[config.mk]
export PLATFORM = sky130hd
export DESIGN_NAME = wb_evict_buf
export DESIGN_NICKNAME = d
export VERILOG_FILES = /design/src/rtl/evb_pkg.sv /design/src/rtl/evb_match.sv /design/src/rtl/evb_store.sv /design/src/rtl/evb_miss_ctl.sv /design/src/rtl/evb_drain.sv /design/src/rtl/wb_evict_buf.sv
export SDC_FILE = /design/constraint.sdc
export NUM_CORES = 1
export LEC_CHECK = 0
export ABC_AREA = 1
export BUFFER_PORTS_ARGS = -buffer_cell sky130_fd_sc_hd__buf_4
export CAP_MARGIN = 20
export CORE_ASPECT_RATIO = 1.4
export CORE_MARGIN = 4
export CORE_UTILIZATION = 57
export DETAILED_ROUTE_END_ITERATION = 6
export PLACE_DENSITY = 0.87
export SLEW_MARGIN = 5
export SYNTH_ARGS = -nofsm -noshare
export SYNTH_HDL_FRONTEND = slang
export SYNTH_SLANG_ARGS = --single-unit
export TNS_END_PERCENT = 1
[constraint.sdc]
create_clock -name clk -period 8.87 [get_ports clk]
set_input_delay 0.4435 -clock clk [delete_from_list [all_inputs] [get_ports clk]]
set_output_delay 0.4435 -clock clk [all_outputs]
set_load 0.05 [all_outputs]
[src/rtl/evb_pkg.sv]
// Shared types for the dirty-victim write buffer.
// Assumes: nothing beyond IEEE 1800-2017.
package evb_pkg;
    typedef enum logic [1:0] {
        MS_IDLE = 2'd0,   // ready for a new miss read
        MS_ASK  = 2'd1,   // memory read request offered
        MS_WAIT = 2'd2    // waiting for the fill beat
    } miss_state_e;
endpackage

[src/rtl/evb_match.sv]
// Associative lookup over the ring of held entries.
// Walks the entries from oldest to youngest, so the youngest match wins.
// Assumes: DEPTH is a power of two, so the ring index wraps without extra logic.
module evb_match #(
    parameter int ADDR_W = 16,
    parameter int DATA_W = 32,
    parameter int DEPTH  = 2,
    localparam int PTR_W = (DEPTH > 1) ? $clog2(DEPTH) : 1
) (
    input  logic [DEPTH-1:0]             vld,
    input  logic [DEPTH-1:0][ADDR_W-1:0] addrs,
    input  logic [DEPTH-1:0][DATA_W-1:0] datas,
    input  logic [PTR_W-1:0]             oldest,
    input  logic [ADDR_W-1:0]            key,
    output logic                         hit,
    output logic [DATA_W-1:0]            data
);
    logic [PTR_W-1:0] idx;

    // Scan in age order; a later (younger) match overrides an earlier one.
    always_comb begin
        hit  = 1'b0;
        data = '0;
        idx  = '0;
        for (int a = 0; a < DEPTH; a++) begin
            idx = oldest + a[PTR_W-1:0];
            if (vld[idx] && (addrs[idx] == key)) begin
                hit  = 1'b1;
                data = datas[idx];
            end
        end
    end
endmodule

[src/rtl/evb_store.sv]
// Ring of DEPTH held victim entries with push at the tail and pop at the head.
// Two lookups run in parallel: one for miss reads, one for the query port.
// Assumes: no push while full, no pop while empty (the top ensures both).
module evb_store #(
    parameter int ADDR_W = 16,
    parameter int DATA_W = 32,
    parameter int DEPTH  = 2,
    localparam int PTR_W = (DEPTH > 1) ? $clog2(DEPTH) : 1
) (
    input  logic              clk,
    input  logic              rst_n,
    input  logic              push,
    input  logic [ADDR_W-1:0] push_addr,
    input  logic [DATA_W-1:0] push_data,
    input  logic              pop,
    input  logic [ADDR_W-1:0] lk_addr,
    input  logic [ADDR_W-1:0] q_addr,
    output logic              full,
    output logic              empty,
    output logic [ADDR_W-1:0] head_addr,
    output logic [DATA_W-1:0] head_data,
    output logic              lk_hit,
    output logic [DATA_W-1:0] lk_data,
    output logic              q_hit
);
    logic [DEPTH-1:0]             vld_q;
    logic [DEPTH-1:0][ADDR_W-1:0] addr_q;
    logic [DEPTH-1:0][DATA_W-1:0] data_q;
    logic [PTR_W-1:0]             wr_ptr_q;
    logic [PTR_W-1:0]             rd_ptr_q;
    logic [DATA_W-1:0]            q_data_unused;

    // Occupancy flags and ring pointers.
    always_ff @(posedge clk) begin
        if (!rst_n) begin
            vld_q    <= '0;
            wr_ptr_q <= '0;
            rd_ptr_q <= '0;
        end else begin
            if (push) begin
                vld_q[wr_ptr_q] <= 1'b1;
                wr_ptr_q        <= wr_ptr_q + PTR_W'(1);
            end
            if (pop) begin
                vld_q[rd_ptr_q] <= 1'b0;
                rd_ptr_q        <= rd_ptr_q + PTR_W'(1);
            end
        end
    end

    // Entry payload; written only on push, so it needs no reset.
    always_ff @(posedge clk) begin
        if (push) begin
            addr_q[wr_ptr_q] <= push_addr;
            data_q[wr_ptr_q] <= push_data;
        end
    end

    assign full      = &vld_q;
    assign empty     = ~|vld_q;
    assign head_addr = addr_q[rd_ptr_q];
    assign head_data = data_q[rd_ptr_q];

    evb_match #(.ADDR_W(ADDR_W), .DATA_W(DATA_W), .DEPTH(DEPTH)) u_lk_match (
        .vld(vld_q), .addrs(addr_q), .datas(data_q), .oldest(rd_ptr_q),
        .key(lk_addr), .hit(lk_hit), .data(lk_data)
    );

    evb_match #(.ADDR_W(ADDR_W), .DATA_W(DATA_W), .DEPTH(DEPTH)) u_q_match (
        .vld(vld_q), .addrs(addr_q), .datas(data_q), .oldest(rd_ptr_q),
        .key(q_addr), .hit(q_hit), .data(q_data_unused)
    );
endmodule

[src/rtl/evb_miss_ctl.sv]
// Miss read sequencer: serves buffer hits locally, forwards others to memory.
// Assumes: one fill beat per memory read; reads are handled one at a time.
module evb_miss_ctl
    import evb_pkg::*;
#(
    parameter int ADDR_W = 16,
    parameter int DATA_W = 32
) (
    input  logic              clk,
    input  logic              rst_n,
    input  logic              rd_valid,
    input  logic [ADDR_W-1:0] rd_addr,
    output logic              rd_ready,
    input  logic              lk_hit,
    input  logic [DATA_W-1:0] lk_data,
    output logic              mrd_valid,
    input  logic              mrd_ready,
    output logic [ADDR_W-1:0] mrd_addr,
    input  logic              fill_valid,
    input  logic [DATA_W-1:0] fill_data,
    output logic              rsp_valid,
    output logic [DATA_W-1:0] rsp_data,
    output logic              rsp_from_buf,
    output logic              read_pending
);
    miss_state_e       state_q;
    logic [ADDR_W-1:0] addr_q;

    // Sequence the read and register the one-cycle response.
    always_ff @(posedge clk) begin
        if (!rst_n) begin
            state_q      <= MS_IDLE;
            addr_q       <= '0;
            rsp_valid    <= 1'b0;
            rsp_data     <= '0;
            rsp_from_buf <= 1'b0;
        end else begin
            rsp_valid <= 1'b0;
            unique case (state_q)
                MS_IDLE: if (rd_valid) begin
                    if (lk_hit) begin
                        rsp_valid    <= 1'b1;
                        rsp_data     <= lk_data;
                        rsp_from_buf <= 1'b1;
                    end else begin
                        addr_q  <= rd_addr;
                        state_q <= MS_ASK;
                    end
                end
                MS_ASK: if (mrd_ready) state_q <= MS_WAIT;
                MS_WAIT: if (fill_valid) begin
                    rsp_valid    <= 1'b1;
                    rsp_data     <= fill_data;
                    rsp_from_buf <= 1'b0;
                    state_q      <= MS_IDLE;
                end
                default: state_q <= MS_IDLE;
            endcase
        end
    end

    assign rd_ready     = (state_q == MS_IDLE);
    assign mrd_valid    = (state_q == MS_ASK);
    assign mrd_addr     = addr_q;
    assign read_pending = rd_valid || (state_q == MS_ASK);
endmodule

[src/rtl/evb_drain.sv]
// Write arbiter: offers the oldest entry to memory when no read is pending.
// Assumes: memory acts on the handshake only; valid may drop when a read arrives.
module evb_drain #(
    parameter int ADDR_W = 16,
    parameter int DATA_W = 32
) (
    input  logic              empty,
    input  logic              read_pending,
    input  logic [ADDR_W-1:0] head_addr,
    input  logic [DATA_W-1:0] head_data,
    output logic              mwr_valid,
    input  logic              mwr_ready,
    output logic [ADDR_W-1:0] mwr_addr,
    output logic [DATA_W-1:0] mwr_data,
    output logic              pop
);
    // Reads win; a write goes out only in a cycle with no read in flight.
    always_comb begin
        mwr_valid = !empty && !read_pending;
        mwr_addr  = head_addr;
        mwr_data  = head_data;
        pop       = mwr_valid && mwr_ready;
    end
endmodule

[src/rtl/wb_evict_buf.sv]
// Dirty-victim write buffer between a write-back cache and next-level memory.
// Holds modified victims so the fill read goes first; drains them in order.
// Assumes: a victim is offered no later than its miss read; DEPTH is a power of two.
module wb_evict_buf #(
    parameter int ADDR_W = 16,
    parameter int DATA_W = 32,
    parameter int DEPTH  = 2
) (
    input  logic              clk,
    input  logic              rst_n,
    input  logic              ev_valid,
    output logic              ev_ready,
    input  logic              ev_dirty,
    input  logic [ADDR_W-1:0] ev_addr,
    input  logic [DATA_W-1:0] ev_data,
    output logic              full,
    input  logic [ADDR_W-1:0] q_addr,
    output logic              q_hit,
    input  logic              rd_valid,
    output logic              rd_ready,
    input  logic [ADDR_W-1:0] rd_addr,
    output logic              rsp_valid,
    output logic [DATA_W-1:0] rsp_data,
    output logic              rsp_from_buf,
    output logic              mrd_valid,
    input  logic              mrd_ready,
    output logic [ADDR_W-1:0] mrd_addr,
    input  logic              fill_valid,
    input  logic [DATA_W-1:0] fill_data,
    output logic              mwr_valid,
    input  logic              mwr_ready,
    output logic [ADDR_W-1:0] mwr_addr,
    output logic [DATA_W-1:0] mwr_data
);
    logic              push;
    logic              pop;
    logic              empty;
    logic              read_pending;
    logic              lk_hit;
    logic [DATA_W-1:0] lk_data;
    logic [ADDR_W-1:0] head_addr;
    logic [DATA_W-1:0] head_data;

    // Clean victims are taken and dropped; only modified ones are stored.
    assign ev_ready = !full;
    assign push     = ev_valid && ev_ready && ev_dirty;

    evb_store #(.ADDR_W(ADDR_W), .DATA_W(DATA_W), .DEPTH(DEPTH)) u_store (
        .clk(clk), .rst_n(rst_n),
        .push(push), .push_addr(ev_addr), .push_data(ev_data),
        .pop(pop), .lk_addr(rd_addr), .q_addr(q_addr),
        .full(full), .empty(empty),
        .head_addr(head_addr), .head_data(head_data),
        .lk_hit(lk_hit), .lk_data(lk_data), .q_hit(q_hit)
    );

    evb_miss_ctl #(.ADDR_W(ADDR_W), .DATA_W(DATA_W)) u_miss (
        .clk(clk), .rst_n(rst_n),
        .rd_valid(rd_valid), .rd_addr(rd_addr), .rd_ready(rd_ready),
        .lk_hit(lk_hit), .lk_data(lk_data),
        .mrd_valid(mrd_valid), .mrd_ready(mrd_ready), .mrd_addr(mrd_addr),
        .fill_valid(fill_valid), .fill_data(fill_data),
        .rsp_valid(rsp_valid), .rsp_data(rsp_data), .rsp_from_buf(rsp_from_buf),
        .read_pending(read_pending)
    );

    evb_drain #(.ADDR_W(ADDR_W), .DATA_W(DATA_W)) u_drain (
        .empty(empty), .read_pending(read_pending),
        .head_addr(head_addr), .head_data(head_data),
        .mwr_valid(mwr_valid), .mwr_ready(mwr_ready),
        .mwr_addr(mwr_addr), .mwr_data(mwr_data), .pop(pop)
    );
endmodule

* Word level (Yosys, flattened, before mapping) *
Index checks and enable logic that the tools add are counted.

word-level totals
  register bits after elaboration = 152
  bits of input ports = 120
  output and inout port bits = 104
  logic and storage cells = 102

cells by class
  add/subtract/negate cells = 2
  $lt $le $gt $ge = 5
  equality and inequality tests = 11
  multiplexer cells = 48
  bitwise gates (word level) = 4
  reductions and logical operators = 20

operators with widths
  kind                                                         count
  2-to-1 mux 32 bit                                            10
  2-to-1 mux 16 bit                                            5
  bitwise mux 64 bit                                           1
  == test 16 bit                                               4
  one-hot mux 32 bit (2 select lines)                          1
  bitwise mux 32 bit                                           1
  demux 32 bit (select 1 bit)                                  1
  demux 16 bit (select 1 bit)                                  1
  2-to-1 mux 1 bit                                             16
  2-to-1 mux 2 bit                                             7
  logical AND 1 bit                                            10
  AND reduction 4 bit                                          2
  less-than comparator 1 x 2 -> 1 bit (second input constant)  3
  inequality test 2 bit (second input constant)                3
  one-hot mux 2 bit (3 select lines)                           1
  inequality test 2 x 1 -> 1 bit (second input constant)       2
  one-hot mux 1 bit (2 select lines)                           2
  AND reduction 3 bit                                          1
  adder 1 bit (second input constant)                          2
  AND 2 bit                                                    1
  demux 1 bit (select 1 bit)                                   2
  == test 2 x 1 -> 1 bit (second input constant)               1
  == test 2 bit (second input constant)                        1
  greater-or-equal comparator 1 bit (second input constant)    2
  other kinds (9)                                              10

* Logic depth before layout (Yosys ltp) *
Gate-level depths: netlist of the first run.

  depth after elaboration = 9
  depth in mapped cells = 18
  mapped depth without buffers = 15

* Modules after synthesis *
From an unflattened synthesis of the first run, not the netlist that was laid out.

second synthesis, totals
  cell total of the unflattened synthesis = 1733
  area, all modules = 11105.7 sq um

by module, submodules not included
  module        instances  cells an instance  area an instance (sq um)  seq. area each (sq um)
  evb_match     2          528                2361.0                    0.0
  evb_store     1          276                3652.3                    2962.8
  evb_miss_ctl  1          344                2329.7                    1041.0
  evb_drain     1          54                 387.9                     0.0
  wb_evict_buf  1          3                  13.8                      0.0

* Worst setup path before layout of the first run *
Ideal clock, no wire load.

  kind = reg2reg
  start point = reg u_store.vld_q[0]
  end point = reg u_store.addr_q[16] (netlist bit) (enable)
  setup time = 455 ps
  arrival = 3008 ps
  data required time = 8415 ps
  slack = 5406 ps
  stages on the path, launching flop included = 4
  path buffers = 0
  clock period less this slack = 3464 ps
  path through = dfxtp_1 -> nand2_1 -> nand3_1 -> nor2_1

between the ends
  longest elaborated chain between the ends = 4

ends and longest elaborated chain
  item                              line                RTL
  start: declaration                evb_store.sv:26     logic [DEPTH-1:0] vld_q;
  start signal: assignment          evb_store.sv:36     vld_q <= '0;
  start signal: indexed assignment  evb_store.sv:41     vld_q[wr_ptr_q] <= 1'b1;
  start signal: indexed assignment  evb_store.sv:45     vld_q[rd_ptr_q] <= 1'b0;
  AND reduction 2 bit               evb_store.sv:59     assign full = &vld_q;
  logical NOT 1 bit                 wb_evict_buf.sv:45  assign ev_ready = !full;
  named net ev_ready                wb_evict_buf.sv:12  output logic ev_ready,
  logical AND 1 bit (2 in a row)    wb_evict_buf.sv:46  assign push = ev_valid && ev_ready && ev_dirty;
  end signal: indexed assignment    evb_store.sv:54     addr_q[wr_ptr_q] <= push_addr;
  end: declaration                  evb_store.sv:27     logic [DEPTH-1:0][ADDR_W-1:0] addr_q;

The timed path passes the listed nets, and every way through them passes these cells.
A chain may end at the register's enable or synchronous reset.

* Worst setup path in the final report of the first run *
  start point = reg u_store.rd_ptr_q
  end point = reg u_miss.rsp_data[2]

between the ends
  longest elaborated chain between the ends = 9
  elaborated cells between the ends (all ways) = 26
  those cells by class = add/sub: 1; eq/ne: 3; mux: 19; reduce/logical: 3

ends and longest elaborated chain
  item                                                                              line                              RTL
  start: declaration                                                                evb_store.sv:30                   logic [PTR_W-1:0] rd_ptr_q;
  start signal: assignment                                                          evb_store.sv:46                   rd_ptr_q <= rd_ptr_q + PTR_W'(1);
  adder 1 bit / 2-to-1 mux 16 bit (equally long branches)                           evb_match.sv:26, evb_match.sv:27
  2-to-1 mux 16 bit (not written as such)                                           evb_match.sv:27                   if (vld[idx] && (addrs[idx] == key)) begin
  2-to-1 mux 16 bit (not written as such) / == test 16 bit (equally long branches)  evb_match.sv:27
  == test 16 bit / logical AND 1 bit (equally long branches)                        evb_match.sv:27
  logical AND 1 bit / 2-to-1 mux 32 bit (equally long branches)                     evb_match.sv:27
  2-to-1 mux 32 bit                                                                 evb_match.sv:27
  2-to-1 mux 32 bit                                                                 evb_miss_ctl.sv:41                if (lk_hit) begin
  2-to-1 mux 32 bit                                                                 evb_miss_ctl.sv:40                MS_IDLE: if (rd_valid) begin
  one-hot mux 32 bit (2 select lines)                                               evb_miss_ctl.sv:39                unique case (state_q)
  end signal: assignment                                                            evb_miss_ctl.sv:43                rsp_data <= lk_data;
  end signal: assignment                                                            evb_miss_ctl.sv:53                rsp_data <= fill_data;
  end: declaration                                                                  evb_miss_ctl.sv:22                output logic [DATA_W-1:0] rsp_data,

Several ways; a longest one is shown, not always the timed one. The select of a mux whose other input is x is not followed.

==> results of run 1 <==
## cells by family (layout without fill, tap and decap cells)
family / Yosys count / in the layout / synth area share, %
simple gates: 630 / 630 / 31.7
other cells: 0 / 1 / 0
buf+inv: 161 / 370 / 8.26
xor+xnor: 16 / 16 / 1.71
compound gates: 119 / 119 / 7.65
flops: 152 / 152 / 48.9
mux: 15 / 15 / 1.83
## flip-flops by register name, summed over array words and instances (netlist names)
| register | flops |
|---|---|
| u_miss.mrd_addr | 16 |
| u_store.wr_ptr_q | 1 |
| u_store.rd_ptr_q | 1 |
| u_miss.state_q | 2 |
| u_miss.rsp_data | 32 |
| u_miss.rsp_from_buf | 1 |
| u_store.vld_q | 2 |
| u_store.addr_q | 32 |
| u_store.data_q | 64 |
| u_miss.rsp_valid | 1 |
## synthesized netlist by cell type, types with 3 or more instances
cell,count
a221oi_1,3
buf_4,8
clkbuf_1,28
a21oi_1,36
nor2_2,3
nor3_1,3
inv_1,107
o21ai_1,7
mux2i_1,15
nand2_1,377
a211oi_1,3
nand4_1,19
nand3_1,68
xnor2_1,4
nor2_1,131
o21ai_0,62
buf_2,10
buf_6,4
dfxtp_1,56
nand2_2,10
edfxtp_1,96
o22ai_1,6
or2_2,15
xor2_1,12
## metal layers
| layer | global-route usage [%] | up-vias | wire length [um] |
|---|---|---|---|
| met2 | 51.8 | 395 | 12400 |
| met4 | 18.2 | 0 | 1480 |
| met5 | 0 | - | 0 |
| met3 | 4.32 | 81 | 1770 |
| met1 | 35.2 | 3641 | 9140 |
| li1 | - | 3910 | - |
## stage by stage
step                      power, W  hold slack (ns)  instance area (um^2)
final                      0.00182            0.210                 10500
after global routing       0.00189            0.197                 10500
after CTS                  0.00183            0.199                 10500
after detailed placement   0.00113            0.500                  9890
after global placement     0.00113            0.499                  9890
after floorplan            0.00101            0.460                  8190
## critical path: stages, from the launching register on
cell	delay (ns)
dfxtp_4	0.59
inv_2	0.20
buf_4	0.38
nand2_1	0.18
nand2_1	0.16
nand2_1	0.11
nand2_1	0.05
nor2_1	0.12
nand2_1	0.10
nor2_2	0.53
nand3_2	0.94
nand2_2	0.37
nand2_4	0.19
nand2_4	0.43
nand2_1	0.12
nor2_1	0.12
nor2_1	0.06
## power by group through the flow
stage / combinational [W] / sequential [W] / clock, W
after floorplan: 0.000167 / 0.000838 / 0
after global placement: 0.000319 / 0.000808 / 0
after detailed placement: 0.000322 / 0.000809 / 0
after CTS: 0.000324 / 0.000794 / 0.000713
after global routing: 0.000348 / 0.000796 / 0.000745
final: 0.000324 / 0.000795 / 0.000705
## worst paths after layout
path,slack (ns),from,endpoint,depth (start not counted)
worst max-delay path,4.04,u_store.rd_ptr_q$_SDFFE_PN0P_,u_miss.rsp_data[2]$_SDFFE_PN0P_,16
worst min-delay path,0.21,ev_data[0],u_store.data_q[0]$_DFFE_PP_,1
worst max register to register,4.04,u_store.rd_ptr_q$_SDFFE_PN0P_,u_miss.rsp_data[2]$_SDFFE_PN0P_,16
worst min register to register,0.51,u_miss.mrd_addr[14]$_SDFFE_PN0P_,u_miss.mrd_addr[14]$_SDFFE_PN0P_,4
## layout make-up
type,count,area [um^2]
well taps,185,231
diodes,1,2.50
multi-input cells,780,3530
flip-flops and latches,152,4010
clock buffers,22,508
fillers,1024,3500
inverters,110,413
clock inverters,10,72.6
repair buffers,228,1710
==> flow_metrics.env, run 1 <==
export IMPL_yosys_warnings=0
export IMPL_worstPathArrival_ns=5.12
export IMPL_hold_path_class="input pin to flip-flop"
export IMPL_synth_area_leader_cell="edfxtp_1"
export IMPL_cellLeakagePower_nw=4.96
export IMPL_grt_pass1_wl_um=37800
export IMPL_async_flop_share_pct=0
export IMPL_postCtsSetupRepairBufs=0
export IMPL_critical_path_class="flip-flop to flip-flop"
export IMPL_required_ns=9.16
export IMPL_crit_fanout=70
export IMPL_syn_avg_cell_area_um2=7.50
export IMPL_overflow=0
export IMPL_synth_edf_count=96
export IMPL_ys_flop_type="edfxtp_1"
export IMPL_cts_inserted_buffers=17
export IMPL_max_vdd_ir_drop_mv=0.133
export IMPL_num_vias=8027
export IMPL_cts_tree="yes"
export IMPL_yosysTopAreaCellShare_pct=35.2
export IMPL_syn_inst=1093
export IMPL_cts_resized=0
export IMPL_maxCapViolations=0
export IMPL_pin_count=224
export IMPL_post_route_min_period_ns=4.83
export IMPL_ctsHoldBuffers=0
export IMPL_die_area_um2=16400
export IMPL_yosysSeqAreaShare_pct=48.9
export IMPL_pwr_share_seq_pct=43.6
export IMPL_setup_viol=0
export IMPL_core_area_um2=14000
export IMPL_timing_final_max_slew_violations=0
export IMPL_grt_max_degree=75
export IMPL_synthTopCellsByArea="edfxtp_1 35%, nand2_1 17%, dfxtp_1 14%"
export IMPL_syn2layout_area_growth_pct=27.8
export IMPL_p_comb_share_pct=17.8
export IMPL_insertion_delay_ns=0.41
export IMPL_wl_per_cell_um=16.7
export IMPL_die_h_um=150
export IMPL_grt_antenna_before_repair=1
export IMPL_power_switching_w=0.000525
export IMPL_die_w_um=109
export IMPL_place_ws_ns=4.14
export IMPL_synth_nets=1213
export IMPL_worst_slew_pin_slew_ns=1.06
export IMPL_fin_tns_setup_ns=0
export IMPL_cts_sinks=152
export IMPL_layout_setup_ws_ns=4.04
export IMPL_placed_cells=1455
export IMPL_initial_utilization_pct=58.6
export IMPL_track_usage_pct=30.2
export IMPL_globalplace_congestion=1.01
export IMPL_worstSetupStartpointType="flip-flop"
export IMPL_cts_root_buf="clkbuf_16"
export IMPL_clock_power_share_pct=38.7
export IMPL_finalNetCount=1409
export IMPL_max_clock_path_buffers=2
export IMPL_max_slew_margin_rel_pct=28.7
export IMPL_max_freq_ghz=0.207
export IMPL_status="finished clean"
export IMPL_rows=51
export IMPL_mostFrequentLayoutCells="377 x nand2_1, 228 x buf_4, 129 x nor2_1, 107 x inv_1, 96 x edfxtp_1"
export IMPL_rsz0062_at_grt="false"
export IMPL_finalCritPeriodShare_pct=54.5
export IMPL_crit_path_end_kind="flip-flop"
export IMPL_clock_skew_ns=0.0175
export IMPL_cts_htree_levels=4
export IMPL_drtIter0Drc=657
export IMPL_drt_total_wl_um=24800
export IMPL_drc=0
export IMPL_final_common_cell="nand2_1"
export IMPL_p_per_area_nw_per_um2=174
export IMPL_portBuffers=223
export IMPL_clk_pin_slew_ns=0.07
export IMPL_vias_per_cell=5.39
export IMPL_drive_gt1_share_pct=22.7
export IMPL_layout_cells_non_filler=1488
export IMPL_hpwl_um=18000
export IMPL_synth_seq_cells=152
export IMPL_final_antenna_net_count=0
export IMPL_grt_pass1_vias=7475
export IMPL_synth_distinct_cells=32
export IMPL_fin_util_pct=74.9
export IMPL_synth_area_um2=8190
export IMPL_power_switching_share_pct=28.8
export IMPL_intPower_w=0.00130
export IMPL_hold_viol_final=0
export IMPL_drt_pass1_iter_count=5
Note: power is estimated with default switching activity, not from simulation.
==> run 2: changes to the inputs <==
Settings changed: ABC_AREA 1 to 0, CORE_UTILIZATION 57 to 52, PLACE_DENSITY 0.87 to 0.81.
Clock period 8.87 ns to 4.6 ns, I/O delays scaled along.
==> flow_metrics.env, run 2 <==
export IMPL_fin_tns_setup_ns=0
export IMPL_mostFrequentLayoutCells="233 x buf_4, 96 x edfxtp_1, 62 x mux2i_1, 55 x dfxtp_1, 53 x xnor2_1"
export IMPL_num_vias=6261
export IMPL_pwr_share_seq_pct=43.9
export IMPL_synthTopCellsByArea="edfxtp_1 38%, dfxtp_1 15%, mux2i_1 8.2%"
export IMPL_grt_antenna_before_repair=0
export IMPL_fin_util_pct=73.7
export IMPL_p_per_area_nw_per_um2=336
export IMPL_yosysMostFrequentCell="edfxtp_1"
export IMPL_hold_path_class="input pin to flip-flop"
export IMPL_hold_depth=3
export IMPL_vias_per_cell=5.75
export IMPL_yosysSeqAreaShare_pct=52.9
export IMPL_grt_pass1_vias=6375
export IMPL_post_route_min_period_ns=3.89
export IMPL_cts_tree="yes"
export IMPL_crit_path_end_kind="flip-flop"
export IMPL_die_w_um=110
export IMPL_finalNetCount=1011
export IMPL_grt_max_degree=59
export IMPL_place_ws_ns=0.763
export IMPL_overflow=0
export IMPL_crit_fanout=43
export IMPL_worst_slew_pin_slew_ns=0.847
export IMPL_max_slew_margin_rel_pct=43.4
export IMPL_cellLeakagePower_nw=3.96
export IMPL_setup_viol=0
export IMPL_drive_gt1_share_pct=34.4
export IMPL_rsz0062_at_grt="false"
export IMPL_synth_nets=756
export IMPL_worstSetupStartpointType="flip-flop"
export IMPL_drt_total_wl_um=22300
export IMPL_worstPathArrival_ns=4.23
export IMPL_die_area_um2=16600
export IMPL_ys_flop_type="edfxtp_1"
export IMPL_cts_root_buf="clkbuf_16"
export IMPL_async_flop_share_pct=0
export IMPL_p_comb_share_pct=17.1
export IMPL_maxCapViolations=0
export IMPL_layout_setup_ws_ns=0.707
export IMPL_rrSetupSlack_ns=0.71
export IMPL_yosys_warnings=0
export IMPL_hold_end="u_miss.state_q[1]$_SDFFE_PN0P_"
export IMPL_status="finished clean"
export IMPL_die_h_um=151
export IMPL_rows=51
export IMPL_worstRegToRegCells=9
export IMPL_reg_top3="u_store.data_q (64), u_miss.rsp_data (32), u_store.addr_q (32)"
export IMPL_r2r_end="u_miss.rsp_data[5]$_SDFFE_PN0P_"
export IMPL_max_vdd_ir_drop_mv=0.289
export IMPL_hpwl_um=15800
export IMPL_top_register="u_store.data_q"
export IMPL_layout_cells_non_filler=1089
export IMPL_syn_avg_cell_area_um2=11.9
export IMPL_timing_final_max_slew_violations=0
export IMPL_yosysTopAreaCellShare_pct=38.1
export IMPL_synth_seq_cells=152
export IMPL_diodes=0
export IMPL_hold_viol_final=0
export IMPL_wl_per_cell_um=20.5
export IMPL_drc=0
export IMPL_cts_htree_levels=4
export IMPL_synth_commonest_cells="96 x edfxtp_1, 62 x mux2i_1, 56 x dfxtp_1"
export IMPL_final_common_cell="buf_4"
export IMPL_power_switching_w=0.000945
export IMPL_track_usage_pct=26.8
export IMPL_power_switching_share_pct=27.0
export IMPL_clock_skew_ns=0.0101
export IMPL_required_ns=4.94
export IMPL_syn_inst=636
export IMPL_final_antenna_net_count=0
export IMPL_cts_sinks=152
export IMPL_postCtsSetupRepairBufs=0
export IMPL_drt_pass1_iter_count=5
export IMPL_insertion_delay_ns=0.42
export IMPL_synth_area_leader_cell="edfxtp_1"
export IMPL_synth_edf_count=96
export IMPL_largest_register_ffs=64
export IMPL_hp_start="mrd_ready"
export IMPL_critical_path_class="flip-flop to flip-flop"
export IMPL_max_freq_ghz=0.257
export IMPL_max_clock_path_buffers=2
export IMPL_pin_count=224
export IMPL_syn2layout_area_growth_pct=37.4
export IMPL_drtIter0Drc=361
export IMPL_initial_utilization_pct=53.6
export IMPL_clock_power_share_pct=39.0
export IMPL_portBuffers=223
export IMPL_synth_distinct_cells=51
export IMPL_clk_pin_slew_ns=0.06
export IMPL_core_area_um2=14100
export IMPL_globalplace_congestion=0.987
export IMPL_grt_pass1_wl_um=33200
export IMPL_intPower_w=0.00255
export IMPL_cts_inserted_buffers=17
export IMPL_placed_cells=1008
export IMPL_finalCritPeriodShare_pct=84.6
export IMPL_synth_area_um2=7560
export IMPL_rr_startpoint="u_store.rd_ptr_q$_SDFFE_PN0P_"
[run 2: logic make-up (layout without fill, tap and decap cells)]
| kind of cell | Yosys count | count (layout) | synth area share, % |
|---|---|---|---|
| buf+inv | 64 | 332 | 4.30 |
| flops | 152 | 152 | 52.9 |
| simple gates | 115 | 115 | 7.94 |
| compound gates | 144 | 144 | 13.1 |
| xor+xnor | 61 | 61 | 7.31 |
| mux | 100 | 100 | 14.4 |
[run 2: routing by layer]
metal	routed length, um	part of all wire, %	vias to the layer above	track usage (%)
met5	0	0	-	0
met4	975	4.4	0	13.6
met3	1470	6.6	68	6.13
met2	11700	52	282	46.3
met1	8230	37	2998	30.4
li1	-	-	2913	-
[run 2: power groups by stage]
stage                     sequential, W  combinational, W  clock, W
after floorplan                 0.00160          0.000298         0
after global placement          0.00156          0.000552         0
after detailed placement        0.00156          0.000558         0
after CTS                       0.00153          0.000595   0.00139
after global routing            0.00154          0.000630   0.00144
final                           0.00154          0.000596   0.00136
[run 2: layout make-up]
type                    instances  area (um^2)
clock buffers                  18          429
clock inverters                14          146
fillers                       951         3710
inverters                      18         67.6
multi-input cells             420         3270
flip-flops and latches        152         4010
well taps                     185          231
repair buffers                282         2240
[run 2: worst max-delay path by stage]
stage	startpoint	endpoint	slack (ns)	cells past startpoint
floorplan	u_store.vld_q[0]$_SDFF_PN0_	u_store.vld_q[0]$_SDFF_PN0_	0.97	5
global placement	u_store.rd_ptr_q$_SDFFE_PN0P_	u_miss.mrd_addr[8]$_SDFFE_PN0P_	0.88	10
detailed placement	u_store.rd_ptr_q$_SDFFE_PN0P_	u_miss.mrd_addr[7]$_SDFFE_PN0P_	0.76	10
CTS	u_store.rd_ptr_q$_SDFFE_PN0P_	u_miss.mrd_addr[7]$_SDFFE_PN0P_	0.77	10
global route	u_store.rd_ptr_q$_SDFFE_PN0P_	u_miss.rsp_data[11]$_SDFFE_PN0P_	0.50	9
finish	u_store.rd_ptr_q$_SDFFE_PN0P_	u_miss.rsp_data[5]$_SDFFE_PN0P_	0.71	9
[run 2: critical path, cell delays in order, from the launching register on]
cell     delay (ns)
dfxtp_4        0.81
buf_4          0.37
mux4_2         0.55
nor4_1         0.28
nand4_1        0.14
o32a_1         0.20
buf_4          0.25
nand2_2        0.45
nand3_2        0.43
o21ai_1        0.29
[run 2: repair_timing]
action                                 CTS  global route
hold buffers                            49             0
endpoints found under the hold margin   97             0
gates resized for setup                  0             0
setup endpoints to repair                0             0
[run 2: per-stage QoR]
step                hold slack, ns  power (W)  area [um^2]
CTS                         0.0442    0.00352        10400
finish                      0.0706    0.00349        10400
detailed placement           0.417    0.00212         9330
floorplan                    0.329    0.00190         7560
global placement             0.415    0.00211         9330
global route                0.0675    0.00361        10400
==> run 3: changes to the inputs <==
Settings changed: ABC_AREA 0 to 1, CORE_UTILIZATION 52 to 53, PLACE_DENSITY 0.81 to 0.82.
Clock period 4.6 ns to 3.7 ns, I/O delays scaled along.
==> flow_metrics.env, run 3 (same netlist as run 1, synthesis figures left out) <==
export IMPL_final_antenna_net_count=0
export IMPL_worst_slew_pin_slew_ns=0.846
export IMPL_cts_tree="yes"
export IMPL_top_register="u_store.data_q"
export IMPL_r2r_end="u_miss.rsp_data[3]$_SDFFE_PN0P_"
export IMPL_cts_sinks=152
export IMPL_final_common_cell="nand2_1"
export IMPL_drt_total_wl_um=25800
export IMPL_intPower_w=0.00308
export IMPL_diodes=0
export IMPL_syn2layout_area_growth_pct=34.4
export IMPL_globalplace_congestion=1.02
export IMPL_layout_cells_non_filler=1551
export IMPL_pwr_share_seq_pct=43.2
export IMPL_max_vdd_ir_drop_mv=0.388
export IMPL_rr_startpoint="u_store.rd_ptr_q$_SDFFE_PN0P_"
export IMPL_cts_inserted_buffers=17
export IMPL_grt_met3_usage_pct=4.59
export IMPL_worstSetupStartpointType="flip-flop"
export IMPL_maxCapViolations=0
export IMPL_post_route_min_period_ns=3.02
export IMPL_drive_gt1_share_pct=22.4
export IMPL_drt_pass1_iter_count=5
export IMPL_hp_start="rd_addr[14]"
export IMPL_mostFrequentLayoutCells="377 x nand2_1, 237 x buf_4, 129 x nor2_1, 107 x inv_1, 96 x edfxtp_1"
export IMPL_finalNetCount=1466
export IMPL_place_ws_ns=0.703
export IMPL_clk_pin_slew_ns=0.07
export IMPL_max_freq_ghz=0.331
export IMPL_drtIter0Drc=557
export IMPL_hold_depth=3
export IMPL_die_h_um=155
export IMPL_max_slew_margin_rel_pct=43.5
export IMPL_rsz0062_at_grt="false"
export IMPL_grt_antenna_before_repair=0
export IMPL_core_area_um2=15100
export IMPL_setup_viol=0
export IMPL_cts_resized=0
export IMPL_placed_cells=1471
export IMPL_reg_top3="u_store.data_q (64), u_miss.rsp_data (32), u_store.addr_q (32)"
export IMPL_required_ns=4.00
export IMPL_wl_per_cell_um=16.6
export IMPL_grt_pass1_vias=7877
export IMPL_worstPathArrival_ns=3.32
export IMPL_overflow=0
export IMPL_layout_setup_ws_ns=0.683
export IMPL_finalCritPeriodShare_pct=81.6
export IMPL_max_clock_path_buffers=2
export IMPL_cellLeakagePower_nw=5.19
export IMPL_clock_skew_ns=0.0176
export IMPL_initial_utilization_pct=54.2
export IMPL_drc=0
export IMPL_timing_final_max_slew_violations=0
export IMPL_num_vias=8158
export IMPL_pin_count=224
export IMPL_worstRegToRegCells=15
export IMPL_insertion_delay_ns=0.42
export IMPL_track_usage_pct=28.8
export IMPL_use_met2_pct=51.4
export IMPL_grt_pass1_wl_um=39600
export IMPL_fin_tns_setup_ns=0
export IMPL_critical_path_class="flip-flop to flip-flop"
export IMPL_p_comb_share_pct=18.8
export IMPL_fin_util_pct=72.8
export IMPL_p_per_area_nw_per_um2=400
export IMPL_hpwl_um=18400
export IMPL_grt_max_degree=58
export IMPL_portBuffers=223
export IMPL_rows=53
export IMPL_cts_htree_levels=4
export IMPL_die_w_um=113
export IMPL_vias_per_cell=5.26
export IMPL_cts_root_buf="clkbuf_16"
export IMPL_hold_viol_final=0
export IMPL_clock_power_share_pct=38.0
export IMPL_rrSetupSlack_ns=0.68
export IMPL_busiest_layer="met2"
export IMPL_crit_fanout=57
export IMPL_grt_use_met1_pct=32.2
export IMPL_largest_register_ffs=64
export IMPL_crit_path_end_kind="flip-flop"
export IMPL_hold_path_class="input pin to flip-flop"
export IMPL_power_switching_share_pct=30.0
export IMPL_hold_end="u_miss.mrd_addr[14]$_SDFFE_PN0P_"
export IMPL_power_switching_w=0.00132
export IMPL_status="finished clean"
export IMPL_die_area_um2=17500
## run 3: cell types whose count changed in the layout (fill, tap and decap cells not counted), moves of 18 or more
cell     previous run  this run
mux2_2             33         0
o21ai_0            19        62
nand2_1            40       377
mux2i_1            62        15
nand3_1             8        68
nor2_1              7       129
xnor2_1            53         4
nor2b_1            18         0
inv_1              18       107
## run 3: final cells by class
| type | instances | area [um^2] |
|---|---|---|
| Clock buffer | 19 | 454 |
| Clock inverter | 13 | 108 |
| Fill cell | 1231 | 4110 |
| Inverter | 110 | 413 |
| Multi-Input combinational cell | 780 | 3530 |
| Sequential cell | 152 | 4010 |
| Tap cell | 192 | 240 |
| Timing Repair Buffer | 285 | 2260 |
## run 3: timing repair
item                                   CTS  global route
buffers inserted                         0             0
hold buffers                            48             0
endpoints found under the hold margin   96             0
## run 3: power by group through the flow
stage	Clock [W]	Sequential [W]	Combinational, W
CTS	0.00168	0.00190	0.000824
floorplan	0	0.00201	0.000401
global placement	0	0.00193	0.000775
finish	0.00167	0.00190	0.000828
global route	0.00176	0.00191	0.000887
detailed placement	0	0.00194	0.000781
## run 3: how the worst max path moves through the flow
stage | start | end | slack, ns | depth (start not counted)
3_5_place_dp | u_store.rd_ptr_q$_SDFFE_PN0P_ | u_miss.mrd_addr[12]$_SDFFE_PN0P_ | 0.70 | 15
2_1_floorplan | u_store.vld_q[0]$_SDFF_PN0_ | u_store.addr_q[16]$_DFFE_PP_ | 0.24 | 3
4_1_cts | u_store.rd_ptr_q$_SDFFE_PN0P_ | u_miss.rsp_data[3]$_SDFFE_PN0P_ | 0.70 | 15
6_report | u_store.rd_ptr_q$_SDFFE_PN0P_ | u_miss.rsp_data[3]$_SDFFE_PN0P_ | 0.68 | 15
5_1_grt | u_store.rd_ptr_q$_SDFFE_PN0P_ | u_miss.rsp_data[6]$_SDFFE_PN0P_ | 0.37 | 15
3_3_place_gp | u_store.rd_ptr_q$_SDFFE_PN0P_ | u_miss.mrd_addr[3]$_SDFFE_PN0P_ | 0.77 | 15
## run 3: routing by layer
metal | vias up | routed length [um] | part of all wire [%]
li1 | 4021 | - | -
met1 | 3702 | 9420 | 37
met2 | 354 | 13100 | 51
met3 | 81 | 1770 | 6.9
met4 | 0 | 1430 | 5.6
met5 | - | 0 | 0
## run 3: per-stage QoR
step / hold slack [ns] / power, W / cell area [um^2]
6_report: 0.0287 / 0.00440 / 11000
3_5_place_dp: 0.373 / 0.00272 / 9970
4_1_cts: 0.0175 / 0.00441 / 11000
2_1_floorplan: 0.284 / 0.00241 / 8190
5_1_grt: 0.0320 / 0.00455 / 11000
3_3_place_gp: 0.370 / 0.00271 / 9970
## run 3: critical path, stage by stage (launching register included)
cell     delay [ns]
dfxtp_4        0.35
buf_4          0.53
nand2_1        0.11
o21ai_1        0.20
inv_1          0.07
nand2_1        0.06
nand3_1        0.08
nor2_2         0.12
buf_4          0.24
nand3_2        0.14
nand2_2        0.12
nand2_4        0.15
nand2_4        0.41
nand2_1        0.11
nor2_1         0.13
nor2_1         0.04
